File: src/rtl/dma_chan_pkg.sv
package dma_chan_pkg;

    localparam int unsigned CTRL_W   = 24;
    localparam int unsigned CNT_W    = 16;
    localparam int unsigned BYTE_W   = 8;

    // control word field positions (decoded by the channel)
    localparam int unsigned B_SRC_SYS = 16;
    localparam int unsigned B_SRC_REG = 17;
    localparam int unsigned B_FILL    = 19;
    localparam int unsigned B_DST_SYS = 20;
    localparam int unsigned B_DST_REG = 21;

    typedef struct packed {
        logic src_sys;
        logic src_reg;
        logic fill;
        logic dst_sys;
        logic dst_reg;
    } chan_mode_t;

    typedef enum logic [1:0] {
        ST_IDLE    = 2'd0,
        ST_RD_REQ  = 2'd1,
        ST_RD_WAIT = 2'd2,
        ST_WR_REQ  = 2'd3
    } seq_state_t;

    function automatic chan_mode_t get_mode(input logic [CTRL_W-1:0] w);
        chan_mode_t m;
        m.src_sys = w[B_SRC_SYS];
        m.src_reg = w[B_SRC_REG];
        m.fill    = w[B_FILL];
        m.dst_sys = w[B_DST_SYS];
        m.dst_reg = w[B_DST_REG];
        return m;
    endfunction

    // register space is not reachable over the system bus
    function automatic logic mode_illegal(input chan_mode_t m);
        return (m.src_sys & m.src_reg) | (m.dst_sys & m.dst_reg);
    endfunction

endpackage

File: src/rtl/dma_cfg_decode.sv
module dma_cfg_decode
    import dma_chan_pkg::*;
(
    input  logic [CTRL_W-1:0] cfg_word,
    output chan_mode_t        mode,
    output logic [CNT_W-1:0]  count,
    output logic              illegal,
    output logic              nonzero
);
    logic unused_cfg_bits;

    assign mode            = get_mode(cfg_word);
    assign count           = cfg_word[CNT_W-1:0];
    assign illegal         = mode_illegal(mode);
    assign nonzero         = |cfg_word[CNT_W-1:0];
    assign unused_cfg_bits = ^{cfg_word[CTRL_W-1:B_DST_REG+1], cfg_word[B_FILL-1]};
endmodule

File: src/rtl/dma_addr_gen.sv
module dma_addr_gen
    import dma_chan_pkg::*;
#(
    parameter int unsigned ADDR_W = 32
) (
    input  logic              clk,
    input  logic              rst,
    input  logic              src_wr,
    input  logic [ADDR_W-1:0] src_wdata,
    input  logic              dst_wr,
    input  logic [ADDR_W-1:0] dst_wdata,
    input  logic              load,
    input  logic [CNT_W-1:0]  load_cnt,
    input  logic              step,
    input  logic              fill,
    input  logic              busy,
    output logic [ADDR_W-1:0] src_addr,
    output logic [ADDR_W-1:0] dst_addr,
    output logic [CNT_W-1:0]  remaining,
    output logic              last_byte
);
    always_ff @(posedge clk) begin
        if (rst) begin
            src_addr  <= '0;
            dst_addr  <= '0;
            remaining <= '0;
        end else begin
            if (src_wr)
                src_addr <= src_wdata;
            else if (step && !fill)
                src_addr <= src_addr + ADDR_W'(1);

            if (dst_wr)
                dst_addr <= dst_wdata;
            else if (step)
                dst_addr <= dst_addr + ADDR_W'(1);

            if (load)
                remaining <= load_cnt;
            else if (step)
                remaining <= remaining - CNT_W'(1);
        end
    end

    assign last_byte = (remaining == CNT_W'(1));

    assert_cnt_dec_R7: assert property (@(posedge clk) disable iff (rst)
        step |=> remaining == $past(remaining) - CNT_W'(1));

    assert_fill_src_hold_R6: assert property (@(posedge clk) disable iff (rst)
        (step && fill) |=> $stable(src_addr));

    assert_addr_inc_R5: assert property (@(posedge clk) disable iff (rst)
        step |=> dst_addr == $past(dst_addr) + ADDR_W'(1));

    assert_busy_frozen_R10: assert property (@(posedge clk) disable iff (rst)
        (busy && !step) |=> ($stable(remaining) && $stable(src_addr) && $stable(dst_addr)));
endmodule

File: src/rtl/dma_seq.sv
module dma_seq
    import dma_chan_pkg::*;
#(
    parameter int unsigned ADDR_W = 32
) (
    input  logic              clk,
    input  logic              rst,
    input  logic              launch,
    input  logic              reject,
    input  chan_mode_t        mode_in,
    input  logic              mem_gnt,
    input  logic              mem_rvalid,
    input  logic [BYTE_W-1:0] mem_rdata,
    input  logic              last_byte,
    input  logic [ADDR_W-1:0] src_addr,
    input  logic [ADDR_W-1:0] dst_addr,
    output logic              mem_req,
    output logic              mem_we,
    output logic              mem_sys,
    output logic              mem_reg,
    output logic [ADDR_W-1:0] mem_addr,
    output logic [BYTE_W-1:0] mem_wdata,
    output logic              step,
    output logic              fill_act,
    output logic              busy,
    output logic              done_sts,
    output logic              err_sts
);
    seq_state_t  state_q;
    chan_mode_t  mode_q;
    logic [BYTE_W-1:0] data_q;

    always_ff @(posedge clk) begin
        if (rst) begin
            state_q <= ST_IDLE;
            mode_q  <= '0;
            data_q  <= '0;
        end else begin
            unique case (state_q)
                ST_IDLE: if (launch) begin
                    mode_q  <= mode_in;
                    state_q <= mode_in.fill ? ST_WR_REQ : ST_RD_REQ;
                end
                ST_RD_REQ: if (mem_gnt) state_q <= ST_RD_WAIT;
                ST_RD_WAIT: if (mem_rvalid) begin
                    data_q  <= mem_rdata;
                    state_q <= ST_WR_REQ;
                end
                ST_WR_REQ: if (mem_gnt) begin
                    if (last_byte)        state_q <= ST_IDLE;
                    else if (mode_q.fill) state_q <= ST_WR_REQ;
                    else                  state_q <= ST_RD_REQ;
                end
                default: state_q <= ST_IDLE;
            endcase
        end
    end

    always_ff @(posedge clk) begin
        if (rst) begin
            done_sts <= 1'b0;
            err_sts  <= 1'b0;
        end else if (launch) begin
            done_sts <= 1'b0;
            err_sts  <= 1'b0;
        end else if (reject) begin
            done_sts <= 1'b0;
            err_sts  <= 1'b1;
        end else if (step && last_byte) begin
            done_sts <= 1'b1;
        end
    end

    always_comb begin
        mem_req   = (state_q == ST_RD_REQ) || (state_q == ST_WR_REQ);
        mem_we    = (state_q == ST_WR_REQ);
        mem_sys   = mem_we ? mode_q.dst_sys : mode_q.src_sys;
        mem_reg   = mem_we ? mode_q.dst_reg : mode_q.src_reg;
        mem_addr  = mem_we ? dst_addr : src_addr;
        mem_wdata = mode_q.fill ? src_addr[BYTE_W-1:0] : data_q;
        step      = (state_q == ST_WR_REQ) && mem_gnt;
        busy      = (state_q != ST_IDLE);
        fill_act  = mode_q.fill;
    end

    assert_req_hold_R12: assert property (@(posedge clk) disable iff (rst)
        (mem_req && !mem_gnt) |=> (mem_req && $stable(mem_addr) && $stable(mem_we) && $stable(mem_wdata)));

    assert_no_io_cycle_R3: assert property (@(posedge clk) disable iff (rst)
        (mem_req && mem_sys) |-> !mem_reg);

    assert_fill_no_read_R6: assert property (@(posedge clk) disable iff (rst)
        (mem_req && !mem_we) |-> !fill_act);

    assert_done_idle_R8: assert property (@(posedge clk) disable iff (rst)
        (step && last_byte) |=> (!busy && done_sts));

    assert_reject_R9: assert property (@(posedge clk) disable iff (rst)
        reject |=> (err_sts && !busy && !mem_req));

    assert_launch_clears_R11: assert property (@(posedge clk) disable iff (rst)
        launch |=> (busy && !done_sts && !err_sts));
endmodule

File: src/rtl/dma_chan_ctrl.sv
module dma_chan_ctrl
    import dma_chan_pkg::*;
#(
    parameter int unsigned ADDR_W = 32
) (
    input  logic              clk,
    input  logic              rst,
    input  logic              cfg_we,
    input  logic [23:0]       cfg_word,
    input  logic              src_we,
    input  logic [ADDR_W-1:0] src_wdata,
    input  logic              dst_we,
    input  logic [ADDR_W-1:0] dst_wdata,
    output logic              mem_req,
    output logic              mem_we,
    output logic              mem_sys,
    output logic              mem_reg,
    output logic [ADDR_W-1:0] mem_addr,
    output logic [7:0]        mem_wdata,
    input  logic              mem_gnt,
    input  logic              mem_rvalid,
    input  logic [7:0]        mem_rdata,
    output logic              busy,
    output logic              done_sts,
    output logic              err_sts,
    output logic [15:0]       count_o
);
    chan_mode_t        dec_mode;
    logic [CNT_W-1:0]  dec_count;
    logic              dec_illegal;
    logic              dec_nonzero;
    logic              accept, launch, reject;
    logic              step, fill_act, last_byte;
    logic [ADDR_W-1:0] src_addr, dst_addr;

    dma_cfg_decode u_dec (
        .cfg_word (cfg_word),
        .mode     (dec_mode),
        .count    (dec_count),
        .illegal  (dec_illegal),
        .nonzero  (dec_nonzero)
    );

    assign accept = cfg_we && !busy;
    assign launch = accept && dec_nonzero && !dec_illegal;
    assign reject = accept && dec_illegal;

    dma_addr_gen #(.ADDR_W(ADDR_W)) u_addr (
        .clk       (clk),
        .rst       (rst),
        .src_wr    (src_we && !busy),
        .src_wdata (src_wdata),
        .dst_wr    (dst_we && !busy),
        .dst_wdata (dst_wdata),
        .load      (launch),
        .load_cnt  (dec_count),
        .step      (step),
        .fill      (fill_act),
        .busy      (busy),
        .src_addr  (src_addr),
        .dst_addr  (dst_addr),
        .remaining (count_o),
        .last_byte (last_byte)
    );

    dma_seq #(.ADDR_W(ADDR_W)) u_seq (
        .clk        (clk),
        .rst        (rst),
        .launch     (launch),
        .reject     (reject),
        .mode_in    (dec_mode),
        .mem_gnt    (mem_gnt),
        .mem_rvalid (mem_rvalid),
        .mem_rdata  (mem_rdata),
        .last_byte  (last_byte),
        .src_addr   (src_addr),
        .dst_addr   (dst_addr),
        .mem_req    (mem_req),
        .mem_we     (mem_we),
        .mem_sys    (mem_sys),
        .mem_reg    (mem_reg),
        .mem_addr   (mem_addr),
        .mem_wdata  (mem_wdata),
        .step       (step),
        .fill_act   (fill_act),
        .busy       (busy),
        .done_sts   (done_sts),
        .err_sts    (err_sts)
    );

    assert_launch_load_R2: assert property (@(posedge clk) disable iff (rst)
        launch |=> (busy && count_o == $past(cfg_word[15:0])));

    assert_reject_count_R9: assert property (@(posedge clk) disable iff (rst)
        reject |=> $stable(count_o));
endmodule

File: config.mk
export PLATFORM = sky130hd
export DESIGN_NAME = dma_chan_ctrl
export DESIGN_NICKNAME = d
export VERILOG_FILES = /design/src/rtl/dma_chan_pkg.sv /design/src/rtl/dma_cfg_decode.sv /design/src/rtl/dma_addr_gen.sv /design/src/rtl/dma_seq.sv /design/src/rtl/dma_chan_ctrl.sv
export SDC_FILE = /design/constraint.sdc
export NUM_CORES = 1
export LEC_CHECK = 0
export BUFFER_PORTS_ARGS = -buffer_cell sky130_fd_sc_hd__buf_2
export CORE_MARGIN = 2
export CORE_UTILIZATION = 56
export DETAILED_ROUTE_END_ITERATION = 10
export GPL_TIMING_DRIVEN = 0
export PLACE_DENSITY = 0.94
export SETUP_SLACK_MARGIN = 0.1
export SLEW_MARGIN = 10
export SYNTH_ARGS = -nofsm -noshare
export SYNTH_HDL_FRONTEND = slang
export SYNTH_SLANG_ARGS = --single-unit
File: constraint.sdc
create_clock -name clk -period 3.1 [get_ports clk]
set_input_delay 0.31 -clock clk [delete_from_list [all_inputs] [get_ports clk]]
set_output_delay 0.31 -clock clk [all_outputs]
set_load 0.01 [all_outputs]
# After elaboration in Yosys (flattened, before gate mapping)
# Cells that the tools add are included.
classes:
  addsub: 3
  eq_ne: 8
  mux: 18
  bitwise_logic: 3
  n_reduce_logical: 24
op_table:
  columns: ["op", "count"]
  rows:
  - ["32-bit 2-to-1 mux", 5]
  - ["32-bit by 1-bit adder with 32-bit output (second input constant)", 2]
  - ["16-bit 2-to-1 mux", 2]
  - ["16-bit by 1-bit == test with 1-bit output (second input constant)", 1]
  - ["16-bit OR reduction", 1]
  - ["16-bit by 1-bit subtractor with 16-bit output (second input constant)", 1]
  - ["2-bit 2-to-1 mux", 7]
  - ["1-bit logical AND", 9]
  - ["8-bit 2-to-1 mux", 1]
  - ["2-bit case mux with 4 select lines", 1]
  - ["2-bit nonzero test", 4]
  - ["2-bit != test (second input constant)", 3]
  - ["2-bit == test (second input constant)", 2]
  - ["2-bit AND reduction", 2]
  - ["4-bit AND reduction", 1]
  - ["1-bit logical NOT", 3]
  - ["3-bit OR reduction", 1]
  - ["1-bit AND", 2]
  - ["2-bit by 1-bit == test with 1-bit output (second input constant)", 1]
  - ["2-bit logical NOT", 1]
  - ["1-bit 2-to-1 mux", 2]
  - ["2-bit by 1-bit != test with 1-bit output (second input constant)", 1]
  - ["2-bit OR reduction", 1]
  - ["1-bit logical OR", 1]
  - ["1-bit OR", 1]
totals:
  regBits: 97
  input_bits: 103
  output_inout_bits: 63
  wordCells: 68

# Depth between registers and ports, before layout
# Gate-level depths: netlist (run 1).
logic_depth:
  word_depth: 7
  ltp_mapped: 8

# Modules after synthesis
# From an unflattened synthesis (run 1), not the netlist that was laid out.
hier_totals:
  hier_cells: 696
  area_unflattened_um2: 5909.4
by_module_without_submodules:
  columns: ["module", "n_inst", "cells_each", "area_each_um2", "seq_area_each_um2"]
  rows:
  - ["dma_addr_gen", 1, 548, 4456.8, 1601.5]
  - ["dma_seq", 1, 117, 1214.9, 340.3]
  - ["dma_cfg_decode", 1, 27, 197.7, 0.0]
  - ["dma_chan_ctrl", 1, 4, 40.0, 0.0]

# Least setup slack after synthesis (run 1)
# OpenSTA, ideal clock, no wires.
synth_path:
  path_kind: "register to register"
  from: "reg u_addr.remaining[7]"
  to: "reg u_seq.done_sts"
  setup_time_ns: 0.058
  arrival_time_ns: 1.680
  t_required_ns: 3.042
  path_slack_ns: 1.361
  stages_incl_launch_ff: 6
  period_less_slack_ns: 1.739
  cell_sequence: "dfxtp_1 -> or4_1 -> nor3_1 -> nand4_1 -> nor2_1 -> o221a_2"
synth_between:
  elab_chain_len: 2
synth_rtl:
  columns: ["element", "line", "rtl"]
  rows:
  - ["start: declaration", "dma_addr_gen.sv:19", "output logic [CNT_W-1:0] remaining,"]
  - ["start signal: assignment", "dma_addr_gen.sv:39", "remaining <= load_cnt;"]
  - ["start signal: assignment", "dma_addr_gen.sv:41", "remaining <= remaining - CNT_W'(1);"]
  - ["16-bit by 1-bit == test with 1-bit output", "dma_addr_gen.sv:45", "assign last_byte = (remaining == CNT_W'(1));"]
  - ["1-bit logical AND", "dma_seq.sv:69", "end else if (step && last_byte) begin"]
  - ["end signal: assignment", "dma_seq.sv:64", "done_sts <= 1'b0;"]
  - ["end signal: assignment", "dma_seq.sv:67", "done_sts <= 1'b0;"]
  - ["end signal: assignment", "dma_seq.sv:70", "done_sts <= 1'b1;"]
  - ["end: declaration", "dma_seq.sv:26", "output logic done_sts,"]
# Every way passes these cells.
# A chain may end at the register's enable or synchronous reset.

# Worst setup path after layout (run 1)
layout_path:
  from: "reg u_seq.state_q[0]"
  to: "out mem_addr[13]"
layout_between:
  elab_chain_len: 2
layout_rtl:
  columns: ["element", "line", "rtl"]
  rows:
  - ["start: declaration", "dma_seq.sv:29", "seq_state_t state_q;"]
  - ["start signal: assignment", "dma_seq.sv:42", "state_q <= mode_in.fill ? ST_WR_REQ : ST_RD_REQ;"]
  - ["2-bit == test", "dma_seq.sv:76", "mem_we = (state_q == ST_WR_REQ);"]
  - ["32-bit 2-to-1 mux", "dma_seq.sv:79", "mem_addr = mem_we ? dst_addr : src_addr;"]
  - ["end: declaration", "dma_chan_ctrl.sv:18", "output logic [ADDR_W-1:0] mem_addr,"]
# Every way passes these cells.

==> results of run 1 <==
==> worst max-delay path, delay by kind of cell, from the launching register on <==
kind                   cells  cell delay, ps
multiplexers               1             430
AND/OR/NAND/NOR            1             360
buffers and inverters      3             780
flip-flops                 1             320
==> power groups by stage <==
stage | clock (mW) | combinational [mW] | sequential, mW
5_1_grt | 0.817 | 0.861 | 1.58
4_1_cts | 0.782 | 0.777 | 1.55
6_report | 0.778 | 0.782 | 1.56
3_5_place_dp | 0 | 0.773 | 1.58
3_3_place_gp | 0 | 0.753 | 1.57
2_1_floorplan | 0 | 0.497 | 1.53
==> layer usage <==
layer,vias up,share of wire,GRT usage
li1,2677,-,-
met1,2645,0.40,0.363
met2,293,0.49,0.536
met3,29,0.087,0.0725
met4,0,0.019,0.0870
met5,-,0,0
==> flip-flops by register name (all words and copies together) (netlist names) <==
signal and count:
u_addr.remaining 16, u_seq.done_sts 1, u_seq.err_sts 1, u_addr.dst_addr 32
u_seq.state_q 2, u_seq.mode_q 4, u_seq.data_q 8, u_seq.fill_act 1
u_addr.src_addr 32
==> final timing paths <==
path,start,endpoint,slack (ps),cells after the start
max,u_seq.state_q[0],mem_addr[13],540,5
min reg2reg,u_seq.mode_q[1],u_seq.mode_q[1],460,2
max reg2reg,u_seq.state_q[0],u_addr.remaining[0],840,8
min,mem_rdata[0],u_seq.data_q[0],180,3
==> logic make-up after synthesis <==
family / count (synthesis)
xor+xnor: 60
flops: 97
simple gates: 265
buf+inv: 52
mux: 48
fa+ha+maj: 4
compound gates: 114
==> per-stage QoR <==
stage	instance area [um^2]	total power [mW]	cells	hold WS, ps	util
2_1_floorplan	5490	2.03	640	433	-
3_3_place_gp	6460	2.33	934	440	0.670
3_5_place_dp	6460	2.35	934	447	0.670
4_1_cts	6640	3.11	950	168	0.688
5_1_grt	6640	3.25	950	172	0.688
6_report	6640	3.12	950	181	0.688
==> cell type report <==
cell class	count	area (um^2)
repair buffers	161	806
multi-input cells	491	3320
clock buffers	9	124
fillers	797	3000
well taps	133	166
clock inverters	7	52.6
plain buffers	43	191
flip-flops and latches	97	1940
inverters	9	33.8
==> cell usage in the layout, fill, tap and decap left out, types with 15 or more instances in the layout <==
master    Yosys  routed
buf_2         3     164
dfxtp_1      97      97
nor2_1       90      90
a211oi_1     60      60
nand2_1      51      51
xor2_1       45      45
mux2_2       40      40
clkbuf_1     34      34
nand3_1      33      33
nand4_1      29      29
a21oi_1      22      22
xnor2_1      15      15
==> results by group, run 1 <==
STA
  • Final setup fails: 0
  • Slew Limit Fails: 0
  • Final Skew: 11.4 ps
  • Slew headroom: 0.546
  • Crit path time final: 2560 ps
  • Setup TNS: 0 ps
  • Slew @ Worst Pin: 675 ps
  • Final Hold Vio Count: 0
  • Fmax: 0.390 GHz
  • PnR worst setup slack: 538 ps
  • Fin crit share: 0.826
  • RSZ-0062 raised after global routing: false

Placed design
  • Post-Place Worst Slack: 889 ps
  • Dpl hpwl: 12.4 mm
  • Routability-driven placement congestion ratio: 0.912
  • IO Port Bufs: 161

Power and ir drop
  • Leak: 2.85 nW
  • PD cells: 471 nW/um^2
  • Maximum vdd drop: 0.295 mV
  • Net Sw Power: 1.10 mW
  • Pint: 2.03 mW
  • Net Sw Frac: 0.351
  • Comb power frac: 0.250
  • Clock power frac: 0.249
  • Sequential power share: 0.500

Clock tree
  • Clk Latency, worst-skew pair: 360 ps
  • Setup Buffers After CTS: 0
  • TritonCTS clock tree: yes
  • # clock sinks: 97
  • Clk root buf: clkbuf_8
  • Clock slew at reported path FFs: 100 ps
  • Cts bufs inserted: 9
  • Hold_buf cts: 0
  • Post_cts resized: 0
  • Clock Tree Buf Depth: 2
  • H-tree levels: 3

Setup path
  • Crit-path cells: clkbuf_8 > nand2_1 > clkbuf_1 > mux2_2 > buf_2
  • Kind of critical path: flop to primary output
  • WP data required: 2790 ps
  • Crit end category: primary output
  • CP arrival: 2250 ps
  • CP max-delay cell: clkbuf_1
  • CP max stage delay: 470 ps
  • Worst-path maximum fanout: 10
  • CP Launch Type: flop

Run status
  • Status: complete, no violations

Synth
  • Synth Area in Simple Gates: 0.258
  • Post-synthesis sequential area ratio: 0.354
  • Netlist cell types: 50
  • Synth warnings: 0
  • Cell Area, Synth: 5490 um^2
  • Top post-synthesis cells by area: dfxtp_1 (35%), a211oi_1 (8.2%), mux2_2 (8.2%)
  • Synth Flop Type: dfxtp_1
  • Count leader, synth: dfxtp_1
  • Post-Synth XOR/XNOR Area: 0.0958
  • Yosys top cell area share: 0.354
  • Syn Area/Cell: 8.57 um^2
  • Complex-gate fraction of the synthesized area: 0.145
  • Commonest cells post-synth: dfxtp_1 (97), nor2_1 (90), a211oi_1 (60)
  • EDFF count, synth: 0
  • Synth Area in Adders: 0.00912
  • Cells after synthesis: 640
  • Multiplexer share of the synthesized area: 0.0967
  • Post-synthesis register bit count: 97
  • Post-Syn Nets: 747
  • Fraction of registers with async set/reset: 0
  • Largest family of logic cells by synthesized area: simple AND/OR/NAND/NOR gates
  • Area leader, netlist: dfxtp_1

Routing
  • Routed vias: 5,644
  • TritonRoute pass-1 iters: 5
  • Final wirelength: 16.3 mm
  • Via density per instance: 5.94
  • DRC Markers: 0
  • WL per Instance: 17.2 um
  • Antenna-violating nets left: 0
  • Starting DRC count in detailed routing: 371

Global routing
  • First-pass GRT wire length: 25.3 mm
  • Total GRT Usage: 0.302
  • Grt ovf: 0
  • Initial antenna violation count: 0
  • Largest net degree at the start of global routing: 18
  • Vias in the first global route: 5,363

Die
  • Ports: 166
  • Die area: 10,600 um^2
  • Initial Utilization: 0.569
  • Die width: 103 um
  • Site Rows: 36
  • Die Y-Extent: 103 um
  • CORE AREA: 9640 um^2

Run
  • MaxCap Viol Count: 0

Cells and area
  • Ant. Diodes: 0
  • Share of cells above drive strength 1: 0.290
  • P&R area growth vs syn: 20.9%
  • Final #Nets: 919

Worst hold path
  • Worst min path class: input port to flop
No activity file was read; power rests on OpenSTA's default activity.
==> run 2: changes to the inputs <==
--- a/config.mk
+++ b/config.mk
@@ -5,12 +5,13 @@
 export SDC_FILE = /design/constraint.sdc
 export NUM_CORES = 1
 export LEC_CHECK = 0
+export ABC_AREA = 1
 export BUFFER_PORTS_ARGS = -buffer_cell sky130_fd_sc_hd__buf_2
 export CORE_MARGIN = 2
-export CORE_UTILIZATION = 56
+export CORE_UTILIZATION = 55
 export DETAILED_ROUTE_END_ITERATION = 10
 export GPL_TIMING_DRIVEN = 0
-export PLACE_DENSITY = 0.94
+export PLACE_DENSITY = 0.9
 export SETUP_SLACK_MARGIN = 0.1
 export SLEW_MARGIN = 10
 export SYNTH_ARGS = -nofsm -noshare
==> constraint.sdc (replaced) <==
create_clock -name clk -period 2.4 [get_ports clk]
set_input_delay 0.24 -clock clk [delete_from_list [all_inputs] [get_ports clk]]
set_output_delay 0.24 -clock clk [all_outputs]
set_load 0.01 [all_outputs]
==> results by group, run 2 <==
Routing
  • TritonRoute pass-1 iters: 6 (+1)
  • Starting DRC count in detailed routing: 991 (+170%)
  • Routed vias: 8,861 (+57%)
  • WL per Instance: 16.5 um (-4.0%)
  • Via density per instance: 5.64 (-5.0%)
  • Antenna-violating nets left: 0 (unchanged)
  • Final wirelength: 25.9 mm (+59%)
  • DRC Markers: 0 (unchanged)

Global routing
  • First-pass GRT wire length: 39.5 mm (+56%)
  • Total GRT Usage: 0.380 (+0.0779)
  • Initial antenna violation count: 1 (+1)
  • Grt ovf: 0 (unchanged)
  • Largest net degree at the start of global routing: 16 (-2)
  • Vias in the first global route: 7,747 (+44%)

Die
  • Ports: 166 (unchanged)
  • Die width: 117 um (+13%)
  • CORE AREA: 12,500 um^2 (+30%)
  • Initial Utilization: 0.558 (-0.0108)
  • Site Rows: 41 (+14%)
  • Die Y-Extent: 117 um (+13%)
  • Die area: 13,600 um^2 (+28%)

Synth
  • Yosys top cell area share: 0.278 (-0.0761)
  • Synth Area in Simple Gates: 0.434 (+0.176)
  • Netlist cell types: 38 (-24%)
  • Multiplexer share of the synthesized area: 0 (-0.0967)
  • Count leader, synth: nand2_1
  • Post-Syn Nets: 1,327 (+78%)
  • Cell Area, Synth: 6990 um^2 (+27%)
  • Synth warnings: 0 (unchanged)
  • Top post-synthesis cells by area: dfxtp_1 (28%), nand2_1 (21%), nor2_1 (9.6%)
  • Post-synthesis register bit count: 97 (unchanged)
  • Fraction of registers with async set/reset: 0 (unchanged)
  • Complex-gate fraction of the synthesized area: 0.166 (+0.0205)
  • Syn Area/Cell: 5.73 um^2 (-33%)
  • Area leader, netlist: dfxtp_1
  • Commonest cells post-synth: nand2_1 (382), nor2_1 (179), inv_1 (121)
  • Post-Synth XOR/XNOR Area: 0.0113 (-0.0845)
  • Cells after synthesis: 1,220 (+91%)
  • Synth Area in Adders: 0.00716 (-0.00196)
  • EDFF count, synth: 0 (unchanged)
  • Synth Flop Type: dfxtp_1
  • Post-synthesis sequential area ratio: 0.278 (-0.0761)
  • Largest family of logic cells by synthesized area: simple AND/OR/NAND/NOR gates

Worst hold path
  • Worst min path class: input port to flop

Setup path
  • Kind of critical path: flop to primary output
  • WP buf/inv: 3 (unchanged)
  • CP max-delay cell: dfxtp_1
  • CP max stage delay: 490 ps (+20 ps)
  • Worst-path maximum fanout: 10 (unchanged)
  • CP arrival: 1980 ps (-270 ps)
  • CP Launch Type: flop
  • WP data required: 2160 ps (-630 ps)
  • Crit-path cells: nand2_2 > clkbuf_2 > clkbuf_1 > o21ai_0 > buf_2
  • Worst path top cell family by delay: buffers and inverters
  • Crit end category: primary output

Cells and area
  • Share of cells above drive strength 1: 0.175 (-0.115)
  • Final Util: 0.667 (-0.0218)
  • Largest regs: u_addr.dst_addr x32, u_addr.src_addr x32, u_addr.remaining x16
  • Final #Nets: 1,499 (+63%)
  • Commonest non-fill, non-tap cell in the layout: nand2_1
  • P&R area growth vs syn: 19.4%
  • Most frequent cells in the layout: nand2_1 (382), nor2_1 (179), buf_2 (178), inv_1 (121), dfxtp_1 (97)

Power and ir drop
  • PD cells: 889 nW/um^2 (+89%)
  • Leak: 3.65 nW (+28%)
  • Maximum vdd drop: 0.619 mV (+110%)

STA
  • Setup TNS: 0 ps (unchanged)
  • Final setup fails: 0 (unchanged)
  • Final Hold Vio Count: 0 (unchanged)
  • Final Skew: 7.93 ps (-3.44 ps)
  • Crit path time final: 2220 ps
  • RSZ-0062 raised after global routing: false
  • Fmax: 0.450 GHz
  • Fin crit share: 0.927
  • Slew Limit Fails: 0 (unchanged)
  • Slew @ Worst Pin: 807 ps (+132 ps)
  • Slew headroom: 0.462 (-0.0841)

Clock tree
  • Clock slew at reported path FFs: 70 ps (-30 ps)
  • Clock Tree Buf Depth: 2 (unchanged)
  • Clk root buf: clkbuf_16
  • Clk Latency, worst-skew pair: 360 ps (about the same)
  • TritonCTS clock tree: yes
  • # clock sinks: 97 (unchanged)
  • Cts bufs inserted: 9 (unchanged)
  • Hold_buf cts: 0 (unchanged)
  • H-tree levels: 3 (unchanged)

Placed design
  • Routability-driven placement congestion ratio: 1.01 (+11%)
  • Dpl hpwl: 19.9 mm (+60%)
  • IO Port Bufs: 161 (unchanged)

Run status
  • Status: complete, no violations

Run
  • MaxCap Viol Count: 0 (unchanged)
## run 2: cell types whose count changed after synthesis, moves of 52 or more
cell,before,now
nor2_1,90,179
inv_1,9,121
nand3_1,33,94
nand2_1,51,382
a211oi_1,60,8
o21ai_0,5,95
## run 2: path summary, 6_finish.rpt
path	start	end	slack (ps)	cells past startpoint
max	u_seq.state_q[1]	mem_addr[12]	180	5
min reg2reg	u_seq.data_q[0]	u_seq.data_q[0]	450	2
max reg2reg	u_seq.state_q[1]	u_addr.dst_addr[5]	230	7
min	cfg_word[16]	u_seq.mode_q[4]	130	3
## run 2: kinds of logic after synthesis
logic type,after synthesis
buffers and inverters,181
AND/OR/NAND/NOR,722
flip-flops,97
adder cells (fa/ha/maj),4
XOR/XNOR,9
AO/OA/AOI/OAI,207
## run 2: cell type report
| class | count | area, um^2 |
|---|---|---|
| diodes | 1 | 2.50 |
| plain buffers | 52 | 246 |
| clock buffers | 13 | 280 |
| clock inverters | 3 | 46.3 |
| fillers | 1279 | 4170 |
| inverters | 129 | 485 |
| multi-input cells | 942 | 4320 |
| flip-flops and latches | 97 | 1940 |
| well taps | 172 | 215 |
| repair buffers | 161 | 806 |
## run 2: tightest hold or removal path: cells and delay by family
kind,cells,cell delay (ps)
AOI/OAI and AO/OA,1,50
buffers and inverters,2,150
## run 2: through the flow
step                setup WS, ps  hold slack (ps)  instance area, um^2  power, mW  instances
floorplan                    786              383                 6990       4.54       1220
global placement             374              435                 8010       5.66       1553
detailed placement           373              438                 8010       5.71       1553
CTS                          129              131                 8340       7.31       1569
global route                 107              140                 8340       7.86       1570
finish                       176              129                 8340       7.42       1570
## run 2: per-layer routing
layer	vias up	share of wire	track usage
met4	0	0.047	0.177
met1	3924	0.40	0.487
met2	568	0.45	0.617
met5	-	0	0
li1	4263	-	-
met3	106	0.096	0.0742
## run 2: power by group
part	total (mW)	internal [mW]	leakage [nW]	switching, mW
clock network	1.62	0.926	0.158	0.689
registers	2.59	2.03	0.796	0.559
logic	3.22	1.12	2.70	2.09
total	7.42	4.08	3.65	3.34
## run 2: what timing repair did
item,in CTS,in global routing
cloned,0,0
gates resized for setup,1,4
endpoints found under the setup margin,1,17
setup buffers,0,0
